--- src/rtl/prbs_pkg.sv ---
package prbs_pkg;

    localparam int MAX_ORDER = 31;
    localparam int IDX_W     = 5;
    localparam int CNT_W     = 30;
    localparam logic [2:0] RATE_OFF = 3'd7;

    typedef enum logic [2:0] {
        MR_HALF    = 3'd0,
        MR_QUARTER = 3'd1,
        MR_EIGHTH  = 3'd2,
        MR_ZERO    = 3'd3,
        MR_3Q      = 3'd4,
        MR_7E      = 3'd5,
        MR_ONE     = 3'd6,
        MR_RSV     = 3'd7
    } ratio_e;

    typedef enum logic {
        RT_IDLE = 1'b0,
        RT_RUN  = 1'b1
    } rate_st_e;

    typedef enum logic {
        SG_READY = 1'b0,
        SG_SPENT = 1'b1
    } one_st_e;

    // index of the output (top) bit for each order code
    function automatic logic [IDX_W-1:0] order_msb(input logic [2:0] code);
        logic [IDX_W-1:0] r;
        unique case (code)
            3'd0:    r = 5'd6;
            3'd1:    r = 5'd8;
            3'd2:    r = 5'd10;
            3'd3:    r = 5'd14;
            3'd4:    r = 5'd19;
            3'd5:    r = 5'd22;
            3'd6:    r = 5'd30;
            default: r = 5'd6;
        endcase
        return r;
    endfunction

    // index of the inner feedback tap for each order code
    function automatic logic [IDX_W-1:0] order_tap(input logic [2:0] code);
        logic [IDX_W-1:0] r;
        unique case (code)
            3'd0:    r = 5'd5;
            3'd1:    r = 5'd4;
            3'd2:    r = 5'd8;
            3'd3:    r = 5'd13;
            3'd4:    r = 5'd2;
            3'd5:    r = 5'd17;
            3'd6:    r = 5'd27;
            default: r = 5'd5;
        endcase
        return r;
    endfunction

    // 10^(e+3), computed rather than tabulated
    function automatic logic [CNT_W-1:0] decade_limit(input logic [2:0] e);
        logic [CNT_W-1:0] r;
        r = CNT_W'(1000);
        for (int i = 0; i < 6; i++) begin
            if (i < int'(e)) r = r * CNT_W'(10);
        end
        return r;
    endfunction

endpackage

--- src/rtl/prbs_lfsr.sv ---
module prbs_lfsr
    import prbs_pkg::*;
#(
    parameter int W = MAX_ORDER
) (
    input  logic         clk,
    input  logic         rst,
    input  logic [2:0]   order_sel_i,
    output logic         bit_o,
    output logic         at_seed_o,
    output logic [W-1:0] state_o
);

    logic [W-1:0]     state_q;
    logic [W-1:0]     state_d;
    logic [W-1:0]     mask;
    logic [W:0]       one_hot;
    logic [IDX_W-1:0] msb_i;
    logic [IDX_W-1:0] tap_i;
    logic             fb;

    always_comb begin
        msb_i   = order_msb(order_sel_i);
        tap_i   = order_tap(order_sel_i);
        one_hot = (W+1)'(1) << (msb_i + 5'd1);
        mask    = W'(one_hot - (W+1)'(1));
        fb      = state_q[msb_i] ^ state_q[tap_i];
        state_d = ((state_q << 1) | W'(fb)) & mask;
        if (state_d == '0) begin
            state_d = mask;
        end
    end

    always_ff @(posedge clk) begin
        if (rst) begin
            state_q <= mask;
        end else begin
            state_q <= state_d;
        end
    end

    assign bit_o     = state_q[msb_i];
    assign at_seed_o = (state_q == mask);
    assign state_o   = state_q;

endmodule

--- src/rtl/prbs_mark_shaper.sv ---
module prbs_mark_shaper
    import prbs_pkg::*;
#(
    parameter int MAX_SHIFT = 3
) (
    input  logic       clk,
    input  logic       rst,
    input  logic       bit_i,
    input  logic [2:0] ratio_sel_i,
    input  logic       shift_sel_i,
    output logic       mark_o
);

    localparam int HIST = 2 * MAX_SHIFT;

    logic [HIST-1:0] hist_q;
    logic            tap1;
    logic            tap2;
    logic            and2;
    logic            and3;

    always_ff @(posedge clk) begin
        if (rst) begin
            hist_q <= '0;
        end else begin
            hist_q <= {hist_q[HIST-2:0], bit_i};
        end
    end

    assign tap1 = shift_sel_i ? hist_q[MAX_SHIFT-1] : hist_q[0];
    assign tap2 = shift_sel_i ? hist_q[HIST-1]      : hist_q[1];
    assign and2 = bit_i & tap1;
    assign and3 = and2 & tap2;

    always_comb begin
        unique case (ratio_e'(ratio_sel_i))
            MR_HALF:    mark_o = bit_i;
            MR_QUARTER: mark_o = and2;
            MR_EIGHTH:  mark_o = and3;
            MR_ZERO:    mark_o = 1'b0;
            MR_3Q:      mark_o = ~and2;
            MR_7E:      mark_o = ~and3;
            MR_ONE:     mark_o = 1'b1;
            MR_RSV:     mark_o = bit_i;
            default:    mark_o = bit_i;
        endcase
    end

endmodule

--- src/rtl/prbs_err_inject.sv ---
module prbs_err_inject
    import prbs_pkg::*;
(
    input  logic       clk,
    input  logic       rst,
    input  logic [2:0] rate_sel_i,
    input  logic       single_req_i,
    input  logic       ext_err_i,
    output logic       flip_o,
    output logic       single_hit_o
);

    rate_st_e         rt_q, rt_d;
    one_st_e          sg_q, sg_d;
    logic [CNT_W-1:0] cnt_q, cnt_d;
    logic [CNT_W-1:0] limit;
    logic [2:0]       sel_q;
    logic             rate_on;
    logic             sel_moved;
    logic             rate_hit;
    logic             single_hit;

    assign limit     = decade_limit(rate_sel_i);
    assign rate_on   = (rate_sel_i != RATE_OFF);
    assign sel_moved = (rate_sel_i != sel_q);

    // state registers
    always_ff @(posedge clk) begin
        if (rst) begin
            rt_q  <= RT_IDLE;
            sg_q  <= SG_READY;
            cnt_q <= '0;
            sel_q <= RATE_OFF;
        end else begin
            rt_q  <= rt_d;
            sg_q  <= sg_d;
            cnt_q <= cnt_d;
            sel_q <= rate_sel_i;
        end
    end

    // decade rate machine
    always_comb begin
        rt_d     = rt_q;
        cnt_d    = cnt_q;
        rate_hit = 1'b0;
        unique case (rt_q)
            RT_IDLE: begin
                cnt_d = '0;
                if (rate_on) rt_d = RT_RUN;
            end
            RT_RUN: begin
                if (!rate_on || sel_moved) begin
                    rt_d  = RT_IDLE;
                    cnt_d = '0;
                end else if (cnt_q == limit - CNT_W'(1)) begin
                    rate_hit = 1'b1;
                    cnt_d    = '0;
                end else begin
                    cnt_d = cnt_q + CNT_W'(1);
                end
            end
            default: rt_d = RT_IDLE;
        endcase
    end

    // one-shot machine
    always_comb begin
        sg_d       = sg_q;
        single_hit = 1'b0;
        unique case (sg_q)
            SG_READY: begin
                if (single_req_i) begin
                    single_hit = 1'b1;
                    sg_d       = SG_SPENT;
                end
            end
            SG_SPENT: begin
                if (!single_req_i) sg_d = SG_READY;
            end
            default: sg_d = SG_READY;
        endcase
    end

    assign flip_o       = rate_hit | single_hit | ext_err_i;
    assign single_hit_o = single_hit;

endmodule

--- src/rtl/prbs_mark_src.sv ---
module prbs_mark_src
    import prbs_pkg::*;
#(
    parameter int ORDER_MAX = MAX_ORDER,
    parameter int SHIFT_MAX = 3
) (
    input  logic       clk,
    input  logic       rst,
    input  logic [2:0] order_sel_i,
    input  logic [2:0] ratio_sel_i,
    input  logic       shift_sel_i,
    input  logic [2:0] rate_sel_i,
    input  logic       single_req_i,
    input  logic       ext_err_i,
    output logic       data_o,
    output logic       sync_o
);

    logic                 lfsr_bit;
    logic                 at_seed;
    logic [ORDER_MAX-1:0] lfsr_state;
    logic                 mark_bit;
    logic                 flip;
    logic                 single_hit;

    prbs_lfsr #(.W(ORDER_MAX)) u_lfsr (
        .clk         (clk),
        .rst         (rst),
        .order_sel_i (order_sel_i),
        .bit_o       (lfsr_bit),
        .at_seed_o   (at_seed),
        .state_o     (lfsr_state)
    );

    prbs_mark_shaper #(.MAX_SHIFT(SHIFT_MAX)) u_shape (
        .clk         (clk),
        .rst         (rst),
        .bit_i       (lfsr_bit),
        .ratio_sel_i (ratio_sel_i),
        .shift_sel_i (shift_sel_i),
        .mark_o      (mark_bit)
    );

    prbs_err_inject u_inj (
        .clk          (clk),
        .rst          (rst),
        .rate_sel_i   (rate_sel_i),
        .single_req_i (single_req_i),
        .ext_err_i    (ext_err_i),
        .flip_o       (flip),
        .single_hit_o (single_hit)
    );

    always_ff @(posedge clk) begin
        if (rst) begin
            data_o <= 1'b0;
            sync_o <= 1'b0;
        end else begin
            data_o <= mark_bit ^ flip;
            sync_o <= at_seed;
        end
    end

endmodule

--- config.mk ---
export PLATFORM = sky130hd
export DESIGN_NAME = prbs_mark_src
export DESIGN_NICKNAME = d
export VERILOG_FILES = /design/src/rtl/prbs_pkg.sv /design/src/rtl/prbs_lfsr.sv /design/src/rtl/prbs_mark_shaper.sv /design/src/rtl/prbs_err_inject.sv /design/src/rtl/prbs_mark_src.sv
export SDC_FILE = /design/constraint.sdc
export NUM_CORES = 1
export LEC_CHECK = 0
export ABC_AREA = 1
export BUFFER_PORTS_ARGS = -buffer_cell sky130_fd_sc_hd__buf_4
export CELL_PAD_IN_SITES_DETAIL_PLACEMENT = 2
export CELL_PAD_IN_SITES_GLOBAL_PLACEMENT = 2
export CORE_AREA = 2 2 125 187
export DETAILED_ROUTE_END_ITERATION = 10
export DIE_AREA = 0 0 127 189
export PLACE_DENSITY_LB_ADDON = 0.1
export SYNTH_ARGS = -nofsm -noshare
export SYNTH_HDL_FRONTEND = slang
export SYNTH_SLANG_ARGS = --single-unit
--- constraint.sdc ---
create_clock -name clk -period 18.73 [get_ports clk]
set_input_delay 5.619 -clock clk [delete_from_list [all_inputs] [get_ports clk]]
set_output_delay 5.619 -clock clk [all_outputs]
set_load 0.02 [all_outputs]
After elaboration in Yosys (flattened, before gate mapping)
Cells that the tools add are included.
{ "word_totals": {"wordCells": 87, "out_inout_bits": 2, "register_bits": 74, "input_bits": 14} }
{ "op_classes": {"multipliers": 5, "addsub": 4, "bitwise_logic": 11, "magnitude_cmp": 8, "n_eq_ne": 17, "shifts": 1, "n_reduce_logical": 5, "muxes": 28} }
{ "ops": {"columns": ["op", "count"], "rows": [
  ["$mux W30", 7],
  ["$mul A30 B3 Y29 const B", 4],
  ["$mux W31", 2],
  ["$pmux W30 S2", 1],
  ["$pmux W5 S6", 2],
  ["$and A31 B31 Y31", 1],
  ["$eq A31 B31 Y1", 1],
  ["$logic_not A31 Y1", 1],
  ["$or A31 B1 Y31", 1],
  ["$shl A1 B5 Y31 const A", 1],
  ["$sub A31 B1 Y31 const B", 1],
  ["$add A30 B1 Y30 const B", 1],
  ["$eq A30 B30 Y1", 1],
  ["$sub A30 B1 Y30 const B", 1],
  ["$eq A3 B3 Y1 const B", 7],
  ["$mul A14 B3 Y17 const B", 1],
  ["$mux W14", 1],
  ["$eq A3 B2 Y1 const B", 4],
  ["$lt A5 B6 Y1 const B", 2],
  ["$mux W1", 11],
  ["$bmux W1 S5", 2],
  ["$pmux W1 S7", 1],
  ["$eq A3 B1 Y1 const B", 2],
  ["$lt A1 B3 Y1 const A", 2],
  ["other kinds (14)", 21]
]} }

Depth between registers and ports, before layout
Gate-level depths: netlist of the first run.
{ "depth": {"ltp_word": 20, "ltp_mapped": 56, "ltp_nobuf": 53} }

Hierarchy
Synthesis of the first run repeated with hierarchy kept, for this count alone.
{ "unflattened": {"cells_unflattened": 1587, "area_unflattened_um2": 9365.2} }
{ "by_module_without_submodules": {"columns": ["module", "instances", "cells_each", "area_each_um2"], "rows": [
  ["prbs_err_inject", 1, 1194, 6985.4],
  ["prbs_lfsr", 1, 337, 2029.4],
  ["prbs_mark_shaper", 1, 47, 284.0],
  ["prbs_mark_src", 1, 9, 66.3]
]} }

Worst setup path after synthesis of the first run
OpenSTA, ideal clock, no wires.
{ "synth_path": {"path_type": "input to register", "start": "input port rate_sel_i[2]", "end": "register u_inj.cnt_q[11]", "t_arrival_ns": 11.455, "slack_ns": 7.148, "required_ns": 18.603, "stages": 46, "cell_sequence": "buf_4 > inv_2 > buf_2 > ha_1 > buf_2 > nand2_1 > ha_1 > nor2_1 > ha_1 > ha_1 > nand3_1 > nand2_1 > nand3_1 > nand3_1 > nand2_1 > nand2_1 > nand2_1 > inv_1 > [10 not listed] > ha_1 > a21oi_1 > nand2_1 > nor2_1 > nand2_1 > nand2_1 > nand3_1 > nand2_1 > nand3_1 > nor3_1 > nand2_1 > nand3_1 > nand2_1 > nor2_1 > nor2_1 > nand2_2 > buf_6 > nor3_2"} }
{ "synth_via": {"elab_chain_len": 17, "elab_cells_between_ends": 26, "cone_classes": "1 x add/sub; 5 x mul; 6 x order compare; 3 x eq/ne; 9 x mux; 2 x reduce/logical"} }
{ "synth_rtl": {"columns": ["item", "line", "rtl"], "rows": [
  ["start, declared", "prbs_mark_src.sv:12", "input logic [2:0] rate_sel_i,"],
  ["$lt A1 B3 Y1", "prbs_pkg.sv:66", "if (i < int'(e)) r = r * CNT_W'(10);"],
  ["$mux W14", "prbs_pkg.sv:66", null],
  ["$mul A14 B3 Y17", "prbs_pkg.sv:66", null],
  ["$mux W30", "prbs_pkg.sv:66", null],
  ["$mul A30 B3 Y29", "prbs_pkg.sv:66", null],
  ["$mux W30", "prbs_pkg.sv:66", null],
  ["$mul A30 B3 Y29", "prbs_pkg.sv:66", null],
  ["$mux W30", "prbs_pkg.sv:66", null],
  ["$mul A30 B3 Y29", "prbs_pkg.sv:66", null],
  ["$mux W30", "prbs_pkg.sv:66", null],
  ["$mul A30 B3 Y29", "prbs_pkg.sv:66", null],
  ["$mux W30", "prbs_pkg.sv:66", null],
  ["$sub A30 B1 Y30", "prbs_err_inject.sv:56", "end else if (cnt_q == limit - CNT_W'(1)) begin"],
  ["$eq A30 B30 Y1", "prbs_err_inject.sv:56", null],
  ["$mux W30", "prbs_err_inject.sv:56", null],
  ["$mux W30 (*)", "prbs_err_inject.sv:53", "if (!rate_on || sel_moved) begin"],
  ["$pmux W30 S2 (*)", "prbs_err_inject.sv:47", "unique case (rt_q)"],
  ["end signal, assigned", "prbs_err_inject.sv:37", "cnt_q <= cnt_d;"],
  ["end, declared", "prbs_err_inject.sv:15", "logic [CNT_W-1:0] cnt_q, cnt_d;"]
]} }
Mark *: on every way between the ends. The rest lies on a longest branch, timed or not.
A chain may end at the register's enable or synchronous reset.

Worst setup path in the final report of the first run
{ "layout_path": {"start": "input port rate_sel_i[2]", "end": "register u_inj.cnt_q[23]"} }
Same word-level chain as after synthesis.

==> flow_metrics.env, run 1 <==
export IMPL_outcome="finished, final reports clean"
export IMPL_gr_usage_met2_pct=55.3
export IMPL_clock_latency_ns=0.35
export IMPL_maxCapViolCount=0
export IMPL_cp_arrival_ns=13.73
export IMPL_grt_max_degree=36
export IMPL_syn_mean_instance_area_sq_um=5.99
export IMPL_max_slew_margin_pct=23.1
export IMPL_syn_inst=1399
export IMPL_worst_hold_path_type="flop to flop"
export IMPL_crit_start="rate_sel_i[2]"
export IMPL_drive_gt1_share_pct=4.89
export IMPL_synthTopCellsByCount="nand2_1, inv_1, nand3_1"
export IMPL_die_area_sq_um=24000
export IMPL_cts_tree="yes"
export IMPL_cts_setup_buffers=0
export IMPL_drcViolationCount=0
export IMPL_r2r_end="u_inj.cnt_q[23]"
export IMPL_yosysMostFrequentCell="nand2_1"
export IMPL_critical_path_class="input port to flop"
export IMPL_tns_ns=0
export IMPL_slew_viol_final=0
export IMPL_postCtsHoldBufs=0
export IMPL_synth_top_area_share_pct=18.0
export IMPL_io_pins=16
export IMPL_cts_resized=0
export IMPL_syn_to_final_growth_pct=7.55
export IMPL_cp_max_fo=30
export IMPL_r2r_start="u_inj.cnt_q[0]"
export IMPL_final_nets=1522
export IMPL_ant_nets=0
export IMPL_grt_antenna_before_repair=0
export IMPL_rsz0062_at_grt="false"
export IMPL_grt_ovfl_total=0
export IMPL_gp_congestion=0.879
export IMPL_hp_start="u_shape.hist_q[3]"
export IMPL_path_buf_inv=9
export IMPL_grt_use_total_pct=28.4
export IMPL_cp_top_family="simple AND/OR/NAND/NOR gates"
export IMPL_ff2ff_setup_slack_ns=15.44
export IMPL_route_vias_total=9287
export IMPL_numCtsBuffers=9
export IMPL_io_buffer_count=15
export IMPL_ys_ff_latch=74
export IMPL_clk_path_buf_depth=2
export IMPL_antennaDiodeCount=0
export IMPL_synth_edf_count=0
export IMPL_hold_viol=0
export IMPL_start_util_pct=37.6
export IMPL_grt_pass1_vias=10400
export IMPL_gr_max_usage_layer="met2"
export IMPL_wl_per_cell_um=19.6
export IMPL_netlist_area_sq_um=8390
export IMPL_clk_pin_slew_ns=0.07
export IMPL_die_w_um=127
export IMPL_yosysWarnings=0
export IMPL_crit_slowest_cell="nand2_2"
export IMPL_core_sq_um=22300
export IMPL_row_count=67
export IMPL_worst_pin_slew_ns=1.15
export IMPL_critPathLaunchType="input port"
export IMPL_vias_per_cell=5.50
export IMPL_grt_pass1_wl_mm=53.6
export IMPL_cpMostUsedCell="nand2_1"
export IMPL_cpPeakStageDelay_ns=0.53
export IMPL_vdd_ir_drop_max_v=0.0000603
export IMPL_synth_ff_type="dfxtp_1"
export IMPL_fin_ws_ns=5.21
export IMPL_post_route_min_period_ns=13.52
export IMPL_grtUsageMet1_pct=27.6
export IMPL_clock_sinks=74
export IMPL_synthArstFlopShare_pct=0
export IMPL_seqCellArea_sq_um=1480
export IMPL_cp_depth=47
export IMPL_crit_required_ns=18.94
export IMPL_yosysTopAreaCell="nand2_1"
export IMPL_first_pass_iters=4
export IMPL_setup_violations_final=0
export IMPL_seq_area_frac_synth_pct=17.7
export IMPL_p_leak_uw=0.00461
export IMPL_cts_max_level=3
export IMPL_reg2reg_depth=16
export IMPL_drt_iter0_markers=314
export IMPL_period_share_pct=72.2
export IMPL_crit_end="u_inj.cnt_q[23]"
export IMPL_post_place_ws_ns=4.82
export IMPL_synthTopCellsByArea="nand2_1, dfxtp_1, ha_1"
export IMPL_die_h_um=189
export IMPL_hold_ws_ns=0.409
export IMPL_ys_types=46
export IMPL_cp_end_kind="flop"
export IMPL_fillers=2944
export IMPL_multi_input_area_sq_um=5910
export IMPL_use_met3_pct=2.51
export IMPL_root_buffer="clkbuf_16"
export IMPL_finish_utilization_pct=40.5
export IMPL_power_density_nw_per_um2=70.2
export IMPL_wl_mm=33.0
export IMPL_skew_ns=0.0114
export IMPL_max_clock_freq_mhz=73.9
export IMPL_dpl_hpwl_mm=27.7
-- worst min path at each step --
stage	end	slack [ns]	cells past startpoint
final	u_shape.hist_q[4]	0.41	2
after global routing	u_shape.hist_q[5]	0.43	2
after CTS	u_shape.hist_q[4]	0.42	2
after detailed placement	u_shape.hist_q[5]	0.40	2
after global placement	u_shape.hist_q[4]	0.39	2
after floorplan	u_shape.hist_q[4]	0.39	2
-- layout by cell type (no fill, tap or decap), drive strengths merged, types with 2 or more instances in the layout --
master / netlist / layout
o2111ai: 3 / 3
a211oi: 2 / 2
clkbuf: 9 / 9
nor4: 6 / 6
nor2: 122 / 122
or2: 5 / 5
xnor2: 4 / 4
buf: 17 / 17
o21ai: 50 / 50
inv: 233 / 235
nand3b: 11 / 11
a31oi: 29 / 29
fa: 2 / 2
clkinv: 2 / 6
o22ai: 5 / 5
nand2: 411 / 411
o211ai: 12 / 12
dfxtp: 74 / 74
ha: 99 / 99
conb: 2 / 8
o21bai: 4 / 4
xor2: 37 / 37
nand3: 145 / 145
a2111oi: 3 / 3
a221oi: 3 / 3
nand4: 20 / 20
a21oi: 52 / 52
nor3: 30 / 30
-- through the flow --
step           instance area [sq um]  power, uW  instances
5_1_grt                         9020        687       1688
6_report                        9020        633       1688
3_5_place_dp                    8740        472       1672
2_1_floorplan                   8410        381       1405
3_3_place_gp                    8740        458       1672
4_1_cts                         9020        640       1688
-- state kept, by name (all words and copies together) (netlist names) --
signal / count
data_o: 1
sync_o: 1
u_inj.sel_q: 3
u_inj.sg_q: 1
u_inj.cnt_q: 30
u_shape.hist_q: 6
u_lfsr.state_o: 31
u_inj.rt_q: 1
-- logic make-up (layout without fill, tap and decap cells) --
family | Yosys count | after routing | synth area share (%)
flops | 74 | 74 | 17.7
compound gates | 167 | 167 | 11.7
xor+xnor | 41 | 41 | 4.28
fa+ha+maj | 101 | 101 | 15.2
other cells | 2 | 8 | 0.0895
buf+inv | 261 | 268 | 12.2
simple gates | 753 | 753 | 38.8
-- layout make-up --
type | count | area share (%)
multi-input cells | 1070 | 65.5
clock inverters | 7 | 0.583
repair buffers | 17 | 1.41
well taps | 276 | 3.83
inverters | 235 | 9.78
flip-flops and latches | 74 | 16.4
clock buffers | 9 | 2.50
-- power breakdown --
part	internal, uW	switching, uW
clock network	90.6	74.6
registers	164	4.25
logic	96.4	204
total	351	283
-- routing by layer --
layer | share of wire [%] | vias to the layer above | routed length (um)
li1 | - | 4546 | -
met1 | 36 | 4503 | 11900
met2 | 54 | 138 | 17700
met3 | 2.2 | 100 | 730
met4 | 8.2 | 0 | 2710
met5 | 0 | - | 0
-- worst reg2reg max path, stage by stage (launching register included) --
cell	delay, ns
dfxtp_1	0.36
ha_1	0.18
nand2_1	0.12
a21oi_1	0.30
nand4_1	0.21
nor3_1	0.20
nand3_1	0.09
nor2_1	0.20
nand3_1	0.12
nor2_1	0.14
nand3_1	0.10
nor3_2	0.11
nand2_1	0.08
nor2_1	0.20
nor2_1	0.08
nand2_2	0.53
a21oi_1	0.12
(Power assumes the default switching activity.)
==> run 2, diff against run 1 <==
Settings changed: CORE_AREA 2 2 125 187 to 2 2 130 195, DIE_AREA 0 0 127 189 to 0 0 132 197.
Clock period 18.73 ns to 13.7 ns, I/O delays scaled along.
==> run 2 against run 1 <==
Count of clock-buffer cells in the layout increased by 1. Global-route usage shrank 2.6 points. Critical path depth is the same. Non-clock buffer count rose by 1. Sequential share of layout area shrank 0.20 points. Wire length rose by 0.33%. Power increased by 42%. First-iteration DRC count increased by 0.96%. Combinational power increased by 36%. Flip-flop and latch count did not move. Largest power group unchanged. Highest routed layer unchanged.
==> flow_metrics.env, run 2 (synthesized netlist as in run 1, its figures left out) <==
export IMPL_period_share_pct=86.8
export IMPL_gp_congestion=0.865
export IMPL_drcViolationCount=0
export IMPL_power_uw=897
export IMPL_cts_setup_buffers=0
export IMPL_dpl_hpwl_mm=27.7
export IMPL_die_area_sq_um=26000
export IMPL_core_sq_um=24300
export IMPL_post_place_ws_ns=1.47
export IMPL_clock_latency_ns=0.34
export IMPL_grt_pass1_vias=10100
export IMPL_clk_path_buf_depth=2
export IMPL_gr_max_usage_layer="met2"
export IMPL_clk_pin_slew_ns=0.06
export IMPL_largest_reg_flops=31
export IMPL_wl_per_cell_um=19.1
export IMPL_ant_nets=0
export IMPL_worst_hold_path_type="flop to flop"
export IMPL_start_util_pct=34.6
export IMPL_fin_ws_ns=1.81
export IMPL_use_met3_pct=1.49
export IMPL_final_nets=1523
export IMPL_fillers=3173
export IMPL_drt_iter0_markers=317
export IMPL_route_vias_total=9266
export IMPL_first_pass_iters=4
export IMPL_die_h_um=197
export IMPL_multi_input_area_sq_um=5910
export IMPL_root_buffer="clkbuf_16"
export IMPL_hold_viol=0
export IMPL_cts_tree="yes"
export IMPL_cp_arrival_ns=12.09
export IMPL_critical_path_class="input port to flop"
export IMPL_worst_pin_slew_ns=1.14
export IMPL_outcome="finished, final reports clean"
export IMPL_cpPeakStageDelay_ns=0.52
export IMPL_cts_max_level=3
export IMPL_rsz0062_at_grt="false"
export IMPL_clock_sinks=74
export IMPL_grt_pass1_wl_mm=52.9
export IMPL_cts_resized=0
export IMPL_post_route_min_period_ns=11.89
export IMPL_crit_slowest_cell="nand2_2"
export IMPL_gr_usage_met2_pct=50.8
export IMPL_switching_share_pct=42.5
export IMPL_max_slew_margin_pct=23.7
export IMPL_grtUsageMet1_pct=25.6
export IMPL_wl_mm=33.1
export IMPL_cp_max_fo=30
export IMPL_io_buffer_count=15
export IMPL_power_frac_clock_pct=28.7
export IMPL_layout_commonest_cell="nand2_1"
export IMPL_vdd_ir_drop_max_v=0.0000680
export IMPL_p_sw_uw=381
export IMPL_setup_violations_final=0
export IMPL_hold_end="u_shape.hist_q[5]"
export IMPL_io_pins=16
export IMPL_cpMostUsedCell="nand2_1"
export IMPL_power_density_nw_per_um2=98.2
export IMPL_max_clock_freq_mhz=84.1
export IMPL_maxCapViolCount=0
export IMPL_final_cell_mix="nand2_1, inv_1, nand3_1, nor2_1, ha_1"
export IMPL_r2r_start="u_inj.cnt_q[0]"
export IMPL_skew_ns=0.00882
export IMPL_row_count=70
export IMPL_comb_power_share_pct=45.6
export IMPL_seqCellArea_sq_um=1480
export IMPL_crit_required_ns=13.90
export IMPL_postCtsHoldBufs=0
export IMPL_p_leak_uw=0.00463
export IMPL_grt_max_degree=36
export IMPL_critPathLaunchType="input port"
export IMPL_numCtsBuffers=9
export IMPL_tns_ns=0
export IMPL_path_buf_inv=9
export IMPL_internal_power_uw=516
export IMPL_antennaDiodeCount=0
export IMPL_die_w_um=132
export IMPL_drive_gt1_share_pct=4.88
export IMPL_cp_top_family="simple AND/OR/NAND/NOR gates"
export IMPL_seqPwrFrac_pct=25.6
export IMPL_r2r_end="u_inj.cnt_q[0]"
export IMPL_reg2reg_depth=16
export IMPL_vias_per_cell=5.33
export IMPL_hold_path_depth=2
export IMPL_hp_start="u_shape.hist_q[4]"
export IMPL_syn_to_final_growth_pct=8.85
export IMPL_grt_use_total_pct=25.9
export IMPL_grt_ovfl_total=0
export IMPL_cp_end_kind="flop"
export IMPL_slew_viol_final=0
export IMPL_grt_antenna_before_repair=0
export IMPL_ff2ff_setup_slack_ns=10.57
run 2: worst max path at each step:
| stage | endpoint | start | cells after the start | slack [ns] |
|---|---|---|---|---|
| floorplan | u_inj.cnt_q[11] | rate_sel_i[2] | 46 | 3.63 |
| global placement | u_inj.cnt_q[14] | rate_sel_i[2] | 47 | 1.77 |
| detailed placement | u_inj.cnt_q[27] | rate_sel_i[2] | 47 | 1.47 |
| CTS | u_inj.cnt_q[3] | rate_sel_i[2] | 47 | 1.76 |
| global route | u_inj.cnt_q[0] | rate_sel_i[2] | 47 | 0.89 |
| finish | u_inj.cnt_q[0] | rate_sel_i[2] | 47 | 1.81 |
run 2: per-stage QoR:
step	instance area, sq um	instances	hold WS [ns]	util (%)
2_1_floorplan	8410	1405	0.388	-
3_3_place_gp	8810	1721	0.391	36.3
3_5_place_dp	8810	1721	0.403	36.3
4_1_cts	9130	1737	0.423	37.6
5_1_grt	9130	1737	0.440	37.6
6_report	9130	1737	0.416	37.6
run 2: cell type report:
| class | instances | area share (%) |
|---|---|---|
| sequential | 74 | 16.2 |
| tap | 324 | 4.44 |
| clock buffer | 10 | 2.51 |
| multi-input combinational | 1070 | 64.7 |
| clock inverter | 6 | 0.987 |
| inverter | 235 | 9.66 |
| timing repair buffer | 18 | 1.48 |
run 2: per-layer routing:
metal,part of all wire (%),routed length (um),vias to the layer above
li1,-,-,4548
met1,37,12400,4513
met2,54,17900,117
met3,1.1,381,88
met4,7.6,2520,0
met5,0,0,-
run 2: tightest hold or removal path: cells and delay by family, from the launching register on:
kind / cells / cell delay (ns)
flops: 1 / 0.30
simple gates: 1 / 0.03
buf+inv: 1 / 0.05
run 2: power by group through the flow:
stage / Combinational (uW) / Sequential (uW) / Clock, uW
6_report: 409 / 230 / 258
5_1_grt: 466 / 231 / 271
4_1_cts: 414 / 230 / 264
3_5_place_dp: 411 / 234 / 0
3_3_place_gp: 394 / 234 / 0
2_1_floorplan: 288 / 233 / 0
==> run 3, diff against run 2 <==
Settings changed: CORE_AREA 2 2 130 195 to 2 2 137 206, DIE_AREA 0 0 132 197 to 0 0 139 208, SYNTH_HIERARCHICAL set to 1.
==> run 3 against run 2 <==
Flip-flop and latch count stayed put. Critical path depth shrank 1. Combinational power up 32%.
==> flow_metrics.env, run 3 <==
export IMPL_cts_tree="yes"
export IMPL_hold_end="u_shape/hist_q[5]"
export IMPL_skew_ns=0.00802
export IMPL_yosysMostFrequentCell="nand2_1"
export IMPL_clock_sinks=74
export IMPL_final_nets=1710
export IMPL_synth_top_area_share_pct=17.2
export IMPL_hold_viol=0
export IMPL_ys_ff_latch=74
export IMPL_final_cell_mix="nand2_1, inv_1, nand3_1, nor2_1, ha_1"
export IMPL_seq_area_frac_synth_pct=15.8
export IMPL_gp_congestion=0.877
export IMPL_grt_ovfl_total=0
export IMPL_dpl_hpwl_mm=31.2
export IMPL_io_pins=16
export IMPL_drive_gt1_share_pct=7.43
export IMPL_yosysTopAreaCell="nand2_1"
export IMPL_ys_types=50
export IMPL_slew_viol_final=0
export IMPL_first_pass_iters=4
export IMPL_critical_path_class="input port to flop"
export IMPL_reg2reg_depth=16
export IMPL_crit_start="rate_sel_i[1]"
export IMPL_ff2ff_setup_slack_ns=10.23
export IMPL_yosysWarnings=6
export IMPL_post_route_min_period_ns=11.91
export IMPL_clk_pin_slew_ns=0.06
export IMPL_period_share_pct=87.0
export IMPL_die_w_um=139
export IMPL_hold_path_depth=2
export IMPL_rsz0062_at_grt="false"
export IMPL_outcome="finished, final reports clean"
export IMPL_grt_max_degree=43
export IMPL_core_sq_um=27000
export IMPL_cp_end_kind="flop"
export IMPL_switching_share_pct=47.7
export IMPL_crit_required_ns=13.96
export IMPL_synth_ff_type="dfxtp_1"
export IMPL_synthTopCellsByCount="nand2_1, inv_1, nand3_1"
export IMPL_numCtsBuffers=9
export IMPL_clk_path_buf_depth=2
export IMPL_power_frac_clock_pct=23.2
export IMPL_r2r_end="u_inj/cnt_q[28]"
export IMPL_vdd_ir_drop_max_v=0.000107
export IMPL_wl_per_cell_um=19.0
export IMPL_grt_pass1_vias=11800
export IMPL_cp_arrival_ns=12.18
export IMPL_start_util_pct=34.6
export IMPL_p_leak_uw=0.00507
export IMPL_layout_commonest_cell="nand2_1"
export IMPL_cts_max_level=3
export IMPL_cp_max_fo=30
export IMPL_largest_reg_flops=31
export IMPL_postCtsHoldBufs=0
export IMPL_grt_use_total_pct=26.1
export IMPL_wl_mm=36.9
export IMPL_die_area_sq_um=28900
export IMPL_seqPwrFrac_pct=23.3
export IMPL_drcViolationCount=0
export IMPL_worst_hold_path_type="flop to flop"
export IMPL_route_vias_total=10400
export IMPL_synthTopCellsByArea="nand2_1, dfxtp_1, ha_1"
export IMPL_antennaDiodeCount=0
export IMPL_setup_violations_final=0
export IMPL_root_buffer="clkbuf_16"
export IMPL_synth_edf_count=0
export IMPL_critPathLaunchType="input port"
export IMPL_post_place_ws_ns=1.34
export IMPL_clock_latency_ns=0.36
export IMPL_tns_ns=0
export IMPL_r2r_start="u_inj/cnt_q[0]"
export IMPL_power_density_nw_per_um2=100
export IMPL_syn_to_final_growth_pct=7.47
export IMPL_grt_antenna_before_repair=0
export IMPL_crit_slowest_cell="nand3_2"
export IMPL_netlist_area_sq_um=9370
export IMPL_fin_ws_ns=1.79
export IMPL_max_clock_freq_mhz=83.9
export IMPL_p_sw_uw=481
export IMPL_drt_iter0_markers=216
export IMPL_max_slew_margin_pct=33.9
export IMPL_synthArstFlopShare_pct=0
export IMPL_cts_setup_buffers=0
export IMPL_maxCapViolCount=0
export IMPL_comb_power_share_pct=53.6
export IMPL_grt_pass1_wl_mm=60.6
export IMPL_syn_mean_instance_area_sq_um=5.90
export IMPL_syn_inst=1587
export IMPL_io_buffer_count=15
export IMPL_cpPeakStageDelay_ns=0.75
export IMPL_worst_pin_slew_ns=0.990
export IMPL_internal_power_uw=528
export IMPL_vias_per_cell=5.36
export IMPL_die_h_um=208
export IMPL_ant_nets=0
export IMPL_cpMostUsedCell="nand2_1"
export IMPL_hp_start="u_shape/hist_q[4]"
export IMPL_row_count=74
export IMPL_cts_resized=0
[run 3: changes by cell type in the layout (fill, tap and decap cells not counted), moves of 16 or more]
cell | previous run | this run
a21oi_1 | 52 | 87
a31oi_1 | 29 | 2
nand4_1 | 20 | 36
nor2_2 | 4 | 36
nand2_1 | 402 | 429
nand3_1 | 145 | 173
nor2_1 | 118 | 147
[run 3: worst max path at each step]
stage / depth (start not counted) / slack (ns) / end
2_1_floorplan: 47 / 3.66 / u_inj/cnt_q[2]
3_3_place_gp: 46 / 1.70 / u_inj/cnt_q[3]
3_5_place_dp: 46 / 1.34 / u_inj/cnt_q[27]
4_1_cts: 46 / 1.69 / u_inj/cnt_q[13]
5_1_grt: 49 / 0.97 / u_inj/cnt_q[13]
6_report: 46 / 1.79 / u_inj/cnt_q[13]
[run 3: metrics by stage]
stage | area [sq um] | hold slack (ns) | std cells | util (%) | power [uW]
2_1_floorplan | 9400 | 0.388 | 1595 | - | 627
3_3_place_gp | 9780 | 0.390 | 1928 | 36.2 | 759
3_5_place_dp | 9780 | 0.402 | 1928 | 36.2 | 779
4_1_cts | 10100 | 0.412 | 1944 | 37.2 | 1020
5_1_grt | 10100 | 0.419 | 1944 | 37.2 | 1110
6_report | 10100 | 0.407 | 1944 | 37.2 | 1010
[run 3: area by class of cell]
type | count | area [sq um]
multi-input cells | 1242 | 6790
clock inverters | 6 | 47.5
fillers | 3516 | 17000
well taps | 342 | 428
clock buffers | 10 | 239
flip-flops and latches | 74 | 1480
repair buffers | 18 | 135
inverters | 252 | 948
[run 3: critical path: cells and delay by family]
kind,cells,cell delay (ns)
compound gates,2,0.24
simple gates,30,4.86
buf+inv,7,0.72
fa+ha+maj,7,2.23
[run 3: routing by layer]
layer / GRT usage, % / wire (um)
met3: 2.05 / 381
met4: 16.5 / 2610
met5: 0 / 0
met1: 23.8 / 12900
met2: 54.0 / 21000
[run 3: power by group through the flow]
stage	Sequential, uW	Clock, uW	Combinational, uW
after global placement	239	0	519
after CTS	235	242	544
after floorplan	235	0	392
final	235	234	540
after global routing	236	249	621
after detailed placement	239	0	540
[run 3: cell families (layout without fill, tap and decap cells)]
kind of cell | after synthesis | after routing | share of synthesized area, %
compound gates | 171 | 171 | 10.1
xor+xnor | 54 | 54 | 5.05
fa+ha+maj | 99 | 99 | 13.3
buf+inv | 279 | 286 | 12.1
flops | 74 | 74 | 15.8
other cells | 2 | 10 | 0.0802
simple gates | 908 | 908 | 43.6
